===== config.mk =====
export PLATFORM = sky130hd
export DESIGN_NAME = serial_rx_core
export DESIGN_NICKNAME = d
export VERILOG_FILES = /design/src/rtl/serial_rx_pkg.sv /design/src/rtl/rx_line_sync.sv /design/src/rtl/rx_baud_gen.sv /design/src/rtl/rx_frame_ctrl.sv /design/src/rtl/rx_buffer_flags.sv /design/src/rtl/serial_rx_core.sv
export SDC_FILE = /design/constraint.sdc
export NUM_CORES = 1
export LEC_CHECK = 0
export ABC_AREA = 1
export BUFFER_PORTS_ARGS = -buffer_cell sky130_fd_sc_hd__buf_2
export CAP_MARGIN = 10
export CORE_UTILIZATION = 63
export DETAILED_ROUTE_END_ITERATION = 10
export PLACE_DENSITY_LB_ADDON = 0.08
export SETUP_SLACK_MARGIN = 0.1
export SLEW_MARGIN = 20
export SYNTH_ARGS = -nofsm -noshare
export SYNTH_HDL_FRONTEND = slang
export SYNTH_SLANG_ARGS = --single-unit

===== constraint.sdc =====
create_clock -name clk -period 3.2 [get_ports clk]
set_input_delay 0.48 -clock clk [delete_from_list [all_inputs] [get_ports clk]]
set_output_delay 0.48 -clock clk [all_outputs]
set_load 0.03 [all_outputs]

===== src/rtl/serial_rx_pkg.sv =====
package serial_rx_pkg;

  typedef enum logic [1:0] {
    LEN_7 = 2'd0,
    LEN_8 = 2'd1,
    LEN_9 = 2'd2
  } char_len_e;

  typedef enum logic [1:0] {
    PAR_NONE = 2'd0,
    PAR_EVEN = 2'd1,
    PAR_ODD  = 2'd2
  } par_mode_e;

  typedef enum logic [1:0] {
    ST_IDLE  = 2'd0,
    ST_START = 2'd1,
    ST_BITS  = 2'd2
  } rx_state_e;

  function automatic logic [3:0] data_len(input logic [1:0] sel);
    case (sel)
      LEN_7:   data_len = 4'd7;
      LEN_9:   data_len = 4'd9;
      default: data_len = 4'd8;
    endcase
  endfunction

  function automatic logic parity_on(input logic [1:0] sel);
    parity_on = (sel == PAR_EVEN) || (sel == PAR_ODD);
  endfunction

endpackage


===== src/rtl/rx_line_sync.sv =====
module rx_line_sync #(
  parameter int STAGES = 2
) (
  input  logic clk,
  input  logic rst_n,
  input  logic din,
  output logic dout
);
  logic [STAGES-1:0] q;

  generate
    if (STAGES == 1) begin : g_single
      always_ff @(posedge clk or negedge rst_n) begin
        if (!rst_n) q <= '1;
        else        q <= din;
      end
    end else begin : g_chain
      always_ff @(posedge clk or negedge rst_n) begin
        if (!rst_n) q <= '1;
        else        q <= {q[STAGES-2:0], din};
      end
    end
  endgenerate

  assign dout = q[STAGES-1];
endmodule


===== src/rtl/rx_baud_gen.sv =====
module rx_baud_gen #(
  parameter int DIV_W   = 8,
  parameter int OS_RATE = 16,
  localparam int OS_W   = $clog2(OS_RATE)
) (
  input  logic             clk,
  input  logic             rst_n,
  input  logic             run,
  input  logic             os_clr,
  input  logic [DIV_W-1:0] div_n,
  output logic             tick,
  output logic [OS_W-1:0]  os
);
  logic [DIV_W-1:0] pcnt, pcnt_d;
  logic [OS_W-1:0]  os_d;

  always_comb begin
    tick   = run && (pcnt == div_n);
    pcnt_d = pcnt;
    os_d   = os;
    if (!run) begin
      pcnt_d = '0;
      os_d   = '0;
    end else if (tick) begin
      pcnt_d = '0;
      os_d   = os_clr ? '0 : os + 1'b1;
    end else begin
      pcnt_d = pcnt + 1'b1;
    end
  end

  always_ff @(posedge clk or negedge rst_n) begin
    if (!rst_n) begin
      pcnt <= '0;
      os   <= '0;
    end else begin
      pcnt <= pcnt_d;
      os   <= os_d;
    end
  end

  // with a divisor above zero, oversample ticks never come on adjacent cycles
  a_r2_tick_gap: assert property (@(posedge clk) disable iff (!rst_n)
    (tick && div_n != '0 && $stable(div_n)) |=> !tick);
endmodule


===== src/rtl/rx_frame_ctrl.sv =====
module rx_frame_ctrl
  import serial_rx_pkg::*;
#(
  parameter int OS_RATE = 16,
  parameter int DATA_W  = 9,
  parameter int IDX_W   = 4,
  localparam int OS_W   = $clog2(OS_RATE)
) (
  input  logic              clk,
  input  logic              rst_n,
  input  logic              rx_en,
  input  logic              line,
  input  logic              tick,
  input  logic [OS_W-1:0]   os,
  input  logic [1:0]        char_len,
  input  logic [1:0]        par_mode,
  input  logic              two_stop,
  input  logic              buf_full,
  output logic              run,
  output logic              os_clr,
  output logic [DATA_W-1:0] shreg,
  output logic              xfer,
  output logic              ovr_hit,
  output logic              fe_hit,
  output logic              pe_hit
);
  localparam logic [OS_W-1:0] OS_MID  = OS_W'(OS_RATE/2 - 1);
  localparam logic [OS_W-1:0] OS_LAST = OS_W'(OS_RATE - 1);

  rx_state_e         state, state_d;
  logic [IDX_W-1:0]  idx, idx_d;
  logic [DATA_W-1:0] shreg_d;
  logic              ovr_seen, ovr_seen_d;

  logic [IDX_W-1:0]  n_data, n_tot;
  logic              par_en, mid_start, mid_bit;
  logic              in_data, in_par, in_stop, last, pre_last, ones_odd;

  always_comb begin
    n_data    = IDX_W'(data_len(char_len));
    par_en    = parity_on(par_mode);
    n_tot     = n_data + IDX_W'(par_en) + IDX_W'(1) + IDX_W'(two_stop);
    mid_start = rx_en && (state == ST_START) && tick && (os == OS_MID);
    mid_bit   = rx_en && (state == ST_BITS) && tick && (os == OS_LAST);
    in_data   = idx < n_data;
    in_par    = par_en && (idx == n_data);
    in_stop   = !in_data && !in_par;
    last      = idx == n_tot - IDX_W'(1);
    pre_last  = idx == n_tot - IDX_W'(2);
    ones_odd  = (^shreg) ^ line;
    pe_hit    = mid_bit && in_par && ((par_mode == PAR_EVEN) ? ones_odd : !ones_odd);
    fe_hit    = mid_bit && in_stop && !line;
    ovr_hit   = mid_bit && pre_last && buf_full;
    xfer      = mid_bit && last && !ovr_seen;
    run       = state != ST_IDLE;
    os_clr    = mid_start;
  end

  always_comb begin
    state_d    = state;
    idx_d      = idx;
    shreg_d    = shreg;
    ovr_seen_d = ovr_seen;
    if (!rx_en) begin
      state_d = ST_IDLE;
    end else begin
      case (state)
        ST_IDLE: begin
          if (!line) begin
            state_d    = ST_START;
            idx_d      = '0;
            shreg_d    = '0;
            ovr_seen_d = 1'b0;
          end
        end
        ST_START: begin
          if (mid_start) state_d = line ? ST_IDLE : ST_BITS;
        end
        ST_BITS: begin
          if (mid_bit) begin
            if (in_data) shreg_d[idx] = line;
            if (ovr_hit) ovr_seen_d = 1'b1;
            idx_d = idx + 1'b1;
            if (last) state_d = ST_IDLE;
          end
        end
        default: state_d = ST_IDLE;
      endcase
    end
  end

  always_ff @(posedge clk or negedge rst_n) begin
    if (!rst_n) begin
      state    <= ST_IDLE;
      idx      <= '0;
      shreg    <= '0;
      ovr_seen <= 1'b0;
    end else begin
      state    <= state_d;
      idx      <= idx_d;
      shreg    <= shreg_d;
      ovr_seen <= ovr_seen_d;
    end
  end

  // a disabled receiver is idle on the following cycle
  a_r12_disabled_idle: assert property (@(posedge clk) disable iff (!rst_n)
    !rx_en |=> (state == ST_IDLE));
  // a start found high again at mid-bit is dropped
  a_r3_false_start: assert property (@(posedge clk) disable iff (!rst_n)
    (rx_en && state == ST_START && tick && os == OS_MID && line) |=> (state == ST_IDLE));
  // short characters never carry stray upper bits into the buffer
  a_r4_upper_zero: assert property (@(posedge clk) disable iff (!rst_n)
    (xfer && char_len == LEN_7) |-> (shreg[DATA_W-1:DATA_W-2] == 2'b00));
endmodule


===== src/rtl/rx_buffer_flags.sv =====
module rx_buffer_flags #(
  parameter int DATA_W = 9
) (
  input  logic              clk,
  input  logic              rst_n,
  input  logic              rx_en,
  input  logic              rd_strobe,
  input  logic              xfer,
  input  logic [DATA_W-1:0] shreg,
  input  logic              ovr_hit,
  input  logic              fe_hit,
  input  logic              pe_hit,
  output logic [DATA_W-1:0] rx_data,
  output logic              rx_full,
  output logic              rx_irq,
  output logic              err_overrun,
  output logic              err_frame,
  output logic              err_parity,
  output logic              err_sum
);
  logic [DATA_W-1:0] data_d;
  logic full_d, ovr_d, fe_d, pe_d, sum_d;

  always_comb begin
    data_d = xfer ? shreg : rx_data;
    if (xfer)           full_d = 1'b1;
    else if (rd_strobe) full_d = 1'b0;
    else                full_d = rx_full;
    if (!rx_en) begin
      ovr_d = 1'b0;
      fe_d  = 1'b0;
      pe_d  = 1'b0;
      sum_d = 1'b0;
    end else begin
      ovr_d = err_overrun | ovr_hit;
      fe_d  = err_frame   | fe_hit;
      pe_d  = err_parity  | pe_hit;
      sum_d = err_sum | ovr_hit | fe_hit | pe_hit;
    end
  end

  always_ff @(posedge clk or negedge rst_n) begin
    if (!rst_n) begin
      rx_data     <= '0;
      rx_full     <= 1'b0;
      rx_irq      <= 1'b0;
      err_overrun <= 1'b0;
      err_frame   <= 1'b0;
      err_parity  <= 1'b0;
      err_sum     <= 1'b0;
    end else begin
      rx_data     <= data_d;
      rx_full     <= full_d;
      rx_irq      <= xfer;
      err_overrun <= ovr_d;
      err_frame   <= fe_d;
      err_parity  <= pe_d;
      err_sum     <= sum_d;
    end
  end

  // an interrupt request always comes with a full buffer and lasts one cycle
  a_r5_irq_full: assert property (@(posedge clk) disable iff (!rst_n)
    rx_irq |-> rx_full);
  a_r5_irq_single: assert property (@(posedge clk) disable iff (!rst_n)
    rx_irq |=> !rx_irq);
  // a read with no competing transfer empties the buffer
  a_r6_read_clears: assert property (@(posedge clk) disable iff (!rst_n)
    (rd_strobe && !xfer) |=> !rx_full);
  // the summary flag tracks the three individual flags
  a_r10_sum_any: assert property (@(posedge clk) disable iff (!rst_n)
    err_sum == (err_overrun || err_frame || err_parity));
  // disabling reception wipes every flag
  a_r11_clear: assert property (@(posedge clk) disable iff (!rst_n)
    !rx_en |=> !(err_sum || err_overrun || err_frame || err_parity));
endmodule


===== src/rtl/serial_rx_core.sv =====
module serial_rx_core #(
  parameter int DIV_W       = 8,
  parameter int OS_RATE     = 16,
  parameter int DATA_W      = 9,
  parameter int SYNC_STAGES = 2,
  localparam int OS_W       = $clog2(OS_RATE),
  localparam int IDX_W      = $clog2(DATA_W + 4)
) (
  input  logic              clk,
  input  logic              rst_n,
  input  logic              rx_en,
  input  logic [DIV_W-1:0]  div_n,
  input  logic [1:0]        char_len,
  input  logic [1:0]        par_mode,
  input  logic              two_stop,
  input  logic              rxd,
  input  logic              rd_strobe,
  output logic [DATA_W-1:0] rx_data,
  output logic              rx_full,
  output logic              rx_irq,
  output logic              err_overrun,
  output logic              err_frame,
  output logic              err_parity,
  output logic              err_sum
);
  logic line, run, os_clr, tick, xfer, ovr_hit, fe_hit, pe_hit;
  logic [OS_W-1:0]   os;
  logic [DATA_W-1:0] shreg;

  rx_line_sync #(.STAGES(SYNC_STAGES)) u_sync (
    .clk(clk), .rst_n(rst_n), .din(rxd), .dout(line)
  );

  rx_baud_gen #(.DIV_W(DIV_W), .OS_RATE(OS_RATE)) u_baud (
    .clk(clk), .rst_n(rst_n), .run(run), .os_clr(os_clr),
    .div_n(div_n), .tick(tick), .os(os)
  );

  rx_frame_ctrl #(.OS_RATE(OS_RATE), .DATA_W(DATA_W), .IDX_W(IDX_W)) u_ctrl (
    .clk(clk), .rst_n(rst_n), .rx_en(rx_en), .line(line), .tick(tick), .os(os),
    .char_len(char_len), .par_mode(par_mode), .two_stop(two_stop),
    .buf_full(rx_full), .run(run), .os_clr(os_clr), .shreg(shreg),
    .xfer(xfer), .ovr_hit(ovr_hit), .fe_hit(fe_hit), .pe_hit(pe_hit)
  );

  rx_buffer_flags #(.DATA_W(DATA_W)) u_buf (
    .clk(clk), .rst_n(rst_n), .rx_en(rx_en), .rd_strobe(rd_strobe),
    .xfer(xfer), .shreg(shreg), .ovr_hit(ovr_hit), .fe_hit(fe_hit), .pe_hit(pe_hit),
    .rx_data(rx_data), .rx_full(rx_full), .rx_irq(rx_irq),
    .err_overrun(err_overrun), .err_frame(err_frame),
    .err_parity(err_parity), .err_sum(err_sum)
  );
endmodule


---- After elaboration in Yosys (flattened, before gate mapping) ----
Cells that the tools add are included.
cells by class
  add/sub/neg operators ................... 8
  order comparisons ....................... 3
  equal/unequal tests ..................... 20
  multiplexer cells ....................... 34
  bitwise gates (word level) .............. 7
  reductions and logical operators ........ 34
operator list
  kind                   number
  $mux W9                3
  $mux W4                5
  $logic_and A1 B1 Y1    18
  $pmux W9 S2            1
  $mux W8                2
  $pmux W4 S2            2
  $add A4 B1 Y4 const B  3
  $eq A4 B4 Y1           3
  $mux W2                6
  $mux W1                11
  $reduce_and A5 Y1      2
  $bwmux W9              1
  $reduce_xor A9 Y1      1
  $add A4 B1 Y4          2
  $add A8 B1 Y8 const B  1
  $eq A8 B8 Y1           1
  $ne A2 B1 Y1 const B   4
  $reduce_and A4 Y1      2
  $eq A2 B2 Y1 const B   3
  $ne A3 B2 Y1 const B   2
  $ne A3 B3 Y1 const B   2
  $or A1 B1 Y1           6
  $pmux W2 S3            1
  $reduce_bool A2 Y1     3
  other kinds (15)       21
word-level totals
  bits in registers ....................... 45
  input port bits ......................... 18
  output and inout port bits .............. 15
  word-level logic and storage cells ...... 120

---- Depth between registers and ports, before layout ----
Gate-level depths: netlist of run 1.
  word-level depth ........................ 13
  gate-level depth with buffers ........... 15
  mapped depth without buffers ............ 15

---- Cells and area by module ----
A second synthesis of run 1 with hierarchy kept.
second synthesis, totals
  cells, all modules ...................... 430
  area total of the unflattened synthesis .. 3071.7 um^2
modules (own cells, without submodules)
  module           instances  cells an instance  area an instance (um^2)  sequential area each (um^2)
  rx_frame_ctrl    1          241                1630.3                   400.4
  rx_baud_gen      1          131                849.6                    300.3
  rx_buffer_flags  1          56                 539.3                    375.4
  rx_line_sync     1          2                  52.6                     52.6

---- Least setup slack after synthesis of run 1 ----
Ideal clock, no wire load.
  path type ............................... in2reg
  start ................................... in par_mode[1]
  end ..................................... reg u_buf.rx_data[2]
  setup time .............................. 117 ps
  data arrival time ....................... 2431 ps
  path slack .............................. 653 ps
  stages on the path ...................... 15
  cells stage by stage .................... inv_1 -> ha_1 -> inv_1 -> ha_1 -> ha_1 -> inv_1 -> ha_1 -> xor2_1 -> nand2_1 -> nand3b_1 -> nor2_1 -> nand3_1 -> buf_2 -> nand2_1 -> nand2_1
on the way
  longest elaborated chain between the ends .. 9
ends and longest elaborated chain
  what                                          RTL line               text
  from (decl)                                   serial_rx_core.sv:14   input logic [1:0] par_mode,
  $eq A2 B1 Y1 or $eq A2 B2 Y1 (tied branches)  serial_rx_pkg.sv:30    parity_on = (sel == PAR_EVEN) || (sel == PAR_ODD);
  $logic_or A1 B1 Y1 (*)                        serial_rx_pkg.sv:30
  $add A4 B1 Y4 (*) (3 in a row)                rx_frame_ctrl.sv:42    n_tot = n_data + IDX_W'(par_en) + IDX_W'(1) + IDX_W'(two_stop);
  $sub A4 B1 Y4 (*)                             rx_frame_ctrl.sv:48    last = idx == n_tot - IDX_W'(1);
  $eq A4 B4 Y1 (*)                              rx_frame_ctrl.sv:48
  $logic_and A1 B1 Y1 (*) (2 in a row)          rx_frame_ctrl.sv:54    xfer = mid_bit && last && !ovr_seen;
  to (signal assigned)                          rx_buffer_flags.sv:52  rx_data <= data_d;
  to (decl)                                     rx_buffer_flags.sv:13  output logic [DATA_W-1:0] rx_data,
Every way passes the cells marked *; elsewhere a longest branch is shown, timed or not.
A chain may end at the register's enable or synchronous reset.

---- Worst setup path after layout of run 1 ----
  start ................................... in par_mode[1]
  end ..................................... reg u_buf.rx_data[7]
Same word-level chain as after synthesis.

==> metrics.md, run 1 <==
| Metric | Value |
|---|---|
| Hold WC Path Type | `in -> async` |
| Net Count, Synth | `between 400 and 500` |
| Worst relative slew slack | `62.3%` |
| Setup CP Type | `in -> reg` |
| Worst Skew | `5.29 ps` |
| Vias | `around 2,500` |
| Initial drt markers | `around 130` |
| Pwr Total | `about 1.4 mW` |
| R2R Path End | `u_buf.rx_data[7]` |
| Die area | `slightly below 5000 um2` |
| CP Launch Type | `primary input` |
| Worst r2r src | `u_ctrl.state[0]` |
| Top cells by area, synth | `dfrtp_1 (37%), nand2_1 (19%), inv_1 (6.9%), ha_1 (6.1%), nor2_1 (4.9%)` |
| Final min period | `about 2700 ps` |
| Syn Area/Cell | `approximately 7.2 um2` |
| Maximum clock frequency | `about 0.37 GHz` |
| Core Footprint | `~4400 um2` |
| Final worst-path cycle share | `~84%` |
| # resized after CTS | `0` |
| Library cells used by synthesis | `31` |
| Cell area after synthesis | `around 2900 um2` |
| PD cells | `between 400 and 500 nW/um2` |
| RSZ-0062 raised after global routing | `false` |
| Routed wire per std cell | `11.7 um` |
| Postcts setup bufs | `0` |
| Chip Width | `between 60 and 70 um` |
| Final std cells w/o fill | `slightly below 500` |
| Critical Path RT | `roughly 3400 ps` |
| First-pass detailed-route iteration total | `4` |
| Fin Setup TNS | `0 ps` |
| FP Rows | `24` |
| Worst hold margin | `180 ps` |
| Reg2reg path depth | `9` |
| Crit-path cells | `buf_2 > inv_1 > ha_1 > inv_1 > ha_1 > ha_1 > inv_1 > ha_1 > xor2_1 > nand2_1 > nand3b_1 > nor2_1 > nand3_1 > buf_4 > nand2_1 > nand2_1` |
| # fillers | `roughly 370` |
| Area growth, synth to finish | `10.0%` |
| Vias in the first global route | `around 2,300` |
| LEAKAGE | `1.83 nW` |
| MaxCap Viol Count | `0` |
| Total routed wirelength | `approximately 5800 um` |
| Initial antenna violation count | `0` |
| CP max-delay cell | `ha_1` |
| Mapped Cells | `about 400` |
| Design Area, Final | `between 3000 and 4000 um2` |
| WP data arrival | `roughly 2900 ps` |
| DRT antenna net count | `0` |
| Area leader, netlist | `dfrtp_1` |
| CTS Buf Count | `5` |
| Die Height | `~70 um` |
| Crit-path max cell delay | `between 300 and 400 ps` |
| Max-slew violation count | `0` |
| IO Port Bufs | `32` |
| GP Congestion | `about 0.78` |
| Reg2Reg Setup Slack | `roughly 1200 ps` |
| Area post-placement | `3090 um2` |
| Synthesis Warnings | `0` |
| Placed cells | `just under 500` |
| H-tree Lvls | `2` |
| First-pass GRT wire length | `~10,000 um` |
| Delay-heaviest family, CP | `adder cells` |
| Cell mode on critical path | `ha_1` |
| Sequential area share after synthesis | `39.1%` |
| CP Buf/Inv Count | `5` |
| Clock net sink count | `45` |
| Vias per cell | `between 5 and 6` |
| Detailed placement HPWL | `about 4400 um` |
| Crit path max fanout | `7` |
| Multi-input logic area | `~1500 um2` |
| Total gr overflow | `0` |
| Largest net degree at the start of global routing | `46` |
| Synthesized flop and latch total | `45` |
| Result of the run | `finished, final reports clean` |
| Share of the synthesized area in the top cell type | `a little under two fifths` |
| Register area | `1130 um2` |
| IO Count | `33` |
| Initial Util | `65.8%` |
| Clk pin slew, worst setup/hold paths | `roughly 80 ps` |
| CTS tree | `yes` |
| Max VDD drop | `0.225 mV` |
| Clock root buffer | `clkbuf_8` |
| Worst-Margin Slew | `566 ps` |
| Longest Clk Path Bufs | `2` |
| Drt drc | `0` |
| Share of layout cells above drive strength 1 | `~15%` |
| # hold bufs at CTS | `0` |
| Overall Global Routing Usage | `26.6%` |
| CP Capture Type | `register` |
| Final hold violations | `0` |
| Setup-failing EPs final | `0` |
| Antenna Cells | `0` |
| Nets | `470` |
| Clock latency on the worst-skew pair | `300 ps` |
layout by cell type, fill, tap and decap left out, types with 8 or more instances in the layout:
cell and instances:
a21oi_1 10, buf_2 31, dfrtp_1 43, ha_1 14
inv_1 53, inv_2 8, nand2_1 144, nand3_1 19
nor2_1 38, o21ai_0 19, xnor2_1 9, xor2_1 13
power by group:
| group | leakage [nW] | total, mW | internal (mW) | switching, mW |
|---|---|---|---|---|
| Combinational | 1.17 | 0.387 | 0.125 | 0.263 |
| Sequential | 0.618 | 0.639 | 0.599 | 0.0406 |
| Clock | 0.0450 | 0.338 | 0.152 | 0.187 |
| Total | 1.83 | 1.37 | 0.875 | 0.490 |
worst max path at each step:
stage | end | slack (ps) | cells after the start | startpoint
2_1_floorplan | u_buf.rx_data[2] | 650 | 15 | par_mode[1]
3_3_place_gp | u_buf.rx_data[7] | 340 | 16 | par_mode[1]
3_5_place_dp | u_buf.rx_data[7] | 210 | 16 | par_mode[1]
4_1_cts | u_buf.rx_data[7] | 530 | 16 | par_mode[1]
5_1_grt | u_buf.rx_data[8] | 220 | 16 | par_mode[1]
6_report | u_buf.rx_data[7] | 520 | 16 | par_mode[1]
sequential cells by signal, indices dropped and copies added (netlist names), 2 cells and up:
name / cells
u_baud.os: 4
u_baud.pcnt: 8
u_buf.rx_data: 9
u_ctrl.idx: 4
u_ctrl.shreg: 9
u_ctrl.state: 2
u_sync.q: 2
per-stage QoR:
stage	worst slack (ps)	util (%)
floorplan	653	-
global placement	338	70.5
detailed placement	207	70.5
CTS	528	72.3
global route	219	72.4
finish	519	72.4
layout make-up:
class | instances | area share [%]
clock buffer | 6 | 2.29
clock inverter | 2 | 0.315
tap | 52 | 2.05
multi-input combinational | 291 | 47.1
inverter | 62 | 7.33
sequential | 45 | 35.6
timing repair buffer | 33 | 5.36
synthesized netlist by cell type:
master / number
nor2_8: 1
buf_8: 1
dfstp_2: 2
o31ai_1: 1
nand2_1: 144
o22ai_1: 1
o21ai_0: 19
nand2_2: 2
nor3_2: 1
inv_1: 53
clkinv_1: 1
nand3_4: 1
nand3b_1: 1
and3_1: 1
nor2_4: 2
a22o_1: 1
xnor2_1: 9
ha_1: 14
nor2_2: 4
nand3_1: 19
clkbuf_1: 1
nor2_1: 38
or2_2: 1
nand2_4: 2
a21oi_1: 10
nand4_1: 1
dfrtp_1: 43
nor3_1: 5
inv_2: 8
xor2_1: 13
buf_2: 2
worst register-to-register path, stage by stage, from the launching register on:
cell,delay [ps]
dfrtp_1,420
nor2_4,290
nand2_1,100
nor3_2,190
inv_2,90
nor2_8,190
nand3_1,250
buf_4,240
nand2_1,60
nand2_1,50
cells by family after synthesis:
group,after synthesis,share of synthesized area (%)
simple gates,223,33.3
flops,45,39.1
buf+inv,66,9.06
compound gates,32,5.81
xor+xnor,22,6.68
fa+ha+maj,14,6.07
layer usage:
layer / GRT usage (%) / routed length, um
met1: 40.1 / 2920
met2: 39.5 / 2410
met3: 4.07 / 326
met4: 8.67 / 101
met5: 0 / 0
Power figures use the tool's default switching activity.
==> inputs of run 2 (changes only) <==
--- a/config.mk
+++ b/config.mk
@@ -8,7 +8,7 @@
 export ABC_AREA = 1
 export BUFFER_PORTS_ARGS = -buffer_cell sky130_fd_sc_hd__buf_2
 export CAP_MARGIN = 10
-export CORE_UTILIZATION = 63
+export CORE_UTILIZATION = 53
 export DETAILED_ROUTE_END_ITERATION = 10
 export PLACE_DENSITY_LB_ADDON = 0.08
 export SETUP_SLACK_MARGIN = 0.1
==> constraint.sdc (replaced) <==
create_clock -name clk -period 2.3 [get_ports clk]
set_input_delay 0.345 -clock clk [delete_from_list [all_inputs] [get_ports clk]]
set_output_delay 0.345 -clock clk [all_outputs]
set_load 0.03 [all_outputs]
==> metrics.md, run 2 (same netlist as run 1, synthesis figures left out) <==
| Metric | Value |
|---|---|
| Largest net degree at the start of global routing | `32 (-30%)` |
| Crit path max fanout | `7 (unchanged)` |
| Fin Setup TNS | `0 ps (unchanged)` |
| Clock net sink count | `45 (unchanged)` |
| Final WS setup | `97.9 ps (-421 ps)` |
| Final hold violations | `0 (unchanged)` |
| Max VDD drop | `0.274 mV (+22%)` |
| Clk pin slew, worst setup/hold paths | `100 ps (+20 ps)` |
| Drt drc | `0 (unchanged)` |
| H-tree Lvls | `2 (unchanged)` |
| First-pass detailed-route iteration total | `5 (+1)` |
| Clock latency on the worst-skew pair | `300 ps (about the same)` |
| Total gr overflow | `0 (unchanged)` |
| Initial Util | `55.8% (-10 points)` |
| PD cells | `607 nW/um2 (+41%)` |
| Initial drt markers | `120 (-5.5%)` |
| Overall Global Routing Usage | `21.8% (-4.8 points)` |
| DRT antenna net count | `0 (unchanged)` |
| Worst relative slew slack | `74.6% (+12 points)` |
| First-pass GRT wire length | `9480 um (-8.4%)` |
| Maximum clock frequency | `~0.45 GHz` |
| Final core utilization | `67.5% (-4.9 points)` |
| Vias per cell | `4.83 (-4.6%)` |
| Vias in the first global route | `2,224 (-4.6%)` |
| Setup WS pre-CTS | `-361 ps (-568 ps)` |
| Worst Skew | `12.9 ps (+7.65 ps)` |
| WP data arrival | `2450 ps (-420 ps)` |
| CTS Buf Count | `5 (unchanged)` |
| Max-slew violation count | `0 (unchanged)` |
| IO Count | `33 (unchanged)` |
| Worst-Margin Slew | `381 ps (-184 ps)` |
| Area post-placement | `3270 um2 (+6.0%)` |
| Pwr Total | `2.12 mW (+55%)` |
| Setup CP Type | `in -> reg` |
| FP Rows | `26 (+8.3%)` |
| Initial antenna violation count | `0 (unchanged)` |
| Most frequent cells in the layout | `nand2_1 (137), inv_1 (50), dfrtp_1 (43), nor2_1 (37), buf_2 (31)` |
| Total routed wirelength | `5720 um (-0.76%)` |
| Most common library cell in the layout ignoring fill and taps | `nand2_1` |
| Nets | `488 (+3.8%)` |
| Worst r2r src | `u_ctrl.idx[1]` |
| Chip Width | `75.8 um (+8.8%)` |
| Design Area, Final | `3490 um2 (+10%)` |
| Top Registers | `u_buf.rx_data x9, u_ctrl.shreg x9, u_baud.pcnt x8` |
| Final min period | `around 2200 ps` |
| Longest Clk Path Bufs | `2 (unchanged)` |
| Final worst-path cycle share | `between 90% and 100%` |
| RSZ-0062 raised after global routing | `true` |
| CTS tree | `yes` |
| Worst setup startpoint | `par_mode[1]` |
| CP Launch Type | `primary input` |
| IO Port Bufs | `32 (unchanged)` |
| Share of layout cells above drive strength 1 | `21.7% (+7.1 points)` |
| # fillers | `445 (+21%)` |
| CP Capture Type | `register` |
| Core Footprint | `5170 um2 (+18%)` |
| MaxCap Viol Count | `0 (unchanged)` |
| Clock root buffer | `clkbuf_8` |
| Vias | `2,545 (+2.4%)` |
| Critical Path RT | `2550 ps (-840 ps)` |
| GP Congestion | `0.869 (+11%)` |
| LEAKAGE | `1.94 nW (+6.0%)` |
| Hold WC Path Type | `in -> reg` |
| Die Height | `75.8 um (+8.8%)` |
| Die area | `5740 um2 (+18%)` |
| Antenna Cells | `0 (unchanged)` |
| Area growth, synth to finish | `21.0%` |
| Detailed placement HPWL | `4390 um (-0.61%)` |
| Setup-failing EPs final | `0 (unchanged)` |
| Hold Startpoint | `rxd` |
| Routed wire per std cell | `10.8 um (-7.5%)` |
| Result of the run | `finished, final reports clean` |
==> run 2: changes by cell type in the layout (fill, tap and decap cells not counted), sizes merged <==
cell	previous run	this run
buf	33	49
bufinv	0	1
clkbuf	6	5
clkinv	3	2
clkinvlp	0	1
dlygate4sd3	0	1
inv	61	62
==> run 2: timing repair <==
item / 4_1_cts / 5_1_grt
hold buffers: 1 / 0
gates cloned: 0 / 2
setup buffers: 2 / 1
endpoints found under the hold margin: 14 / 0
endpoints found under the setup margin: 10 / 12
resized for setup: 5 / 17
pin swaps: 1 / 11
==> run 2: worst paths after layout <==
kind / end / slack, ps / cells after the start
worst max-delay path: u_buf.rx_data[5] / 100 / 17
worst min-delay path: u_sync.q[0] / 140 / 1
worst max register to register: u_ctrl.shreg[2] / 340 / 10
worst min register to register: u_sync.q[1] / 350 / 0
max in group asynchronous: u_sync.q[0] / 1090 / 3
min in group asynchronous: u_baud.pcnt[4] / 470 / 2
==> run 2: report_power, final <==
part	total, mW	leakage [nW]	switching (mW)	internal [mW]
Sequential	0.888	0.618	0.0555	0.833
Clock	0.607	0.0543	0.281	0.325
Combinational	0.626	1.27	0.387	0.238
Total	2.12	1.94	0.724	1.40
==> run 2: layout make-up <==
class / instances / area, um2 / share of cell area [%]
Multi-Input combinational cell: 291 / 1580 / 45.1
Timing Repair inverter: 1 / 8.76 / 0.251
Sequential cell: 45 / 1130 / 32.3
Clock inverter: 3 / 46.3 / 1.33
Clock buffer: 5 / 68.8 / 1.97
Tap cell: 70 / 87.6 / 2.51
Inverter: 62 / 258 / 7.38
Timing Repair Buffer: 50 / 319 / 9.14
==> run 2: critical path, stage by stage <==
cell and delay (ps):
buf_8 90, inv_12 30, ha_4 260, inv_4 30, ha_4 150, ha_4 270, inv_4 40, ha_4 250
xor2_1 130, nand2_1 60, nand3b_1 160, nor2_2 170, nand3_2 120, buf_8 170, inv_8 70, nand2_2 40
nand2_1 60
==> run 2: per-layer routing <==
| layer | track usage (%) | routed length, um | part of all wire, % | vias to the layer above |
|---|---|---|---|---|
| met1 | 29.2 | 2880 | 50 | 1149 |
| met3 | 3.97 | 237 | 4.1 | 4 |
| li1 | - | - | - | 1333 |
| met2 | 36.4 | 2560 | 45 | 59 |
| met5 | 0 | 0 | 0 | - |
| met4 | 5.56 | 35 | 0.61 | 0 |
==> run 2: through the flow <==
step                      hold WS (ps)  instances
after global placement             265        514
after detailed placement           268        514
after global routing               130        527
after CTS                          137        525
final                              144        527
after floorplan                   49.4        402
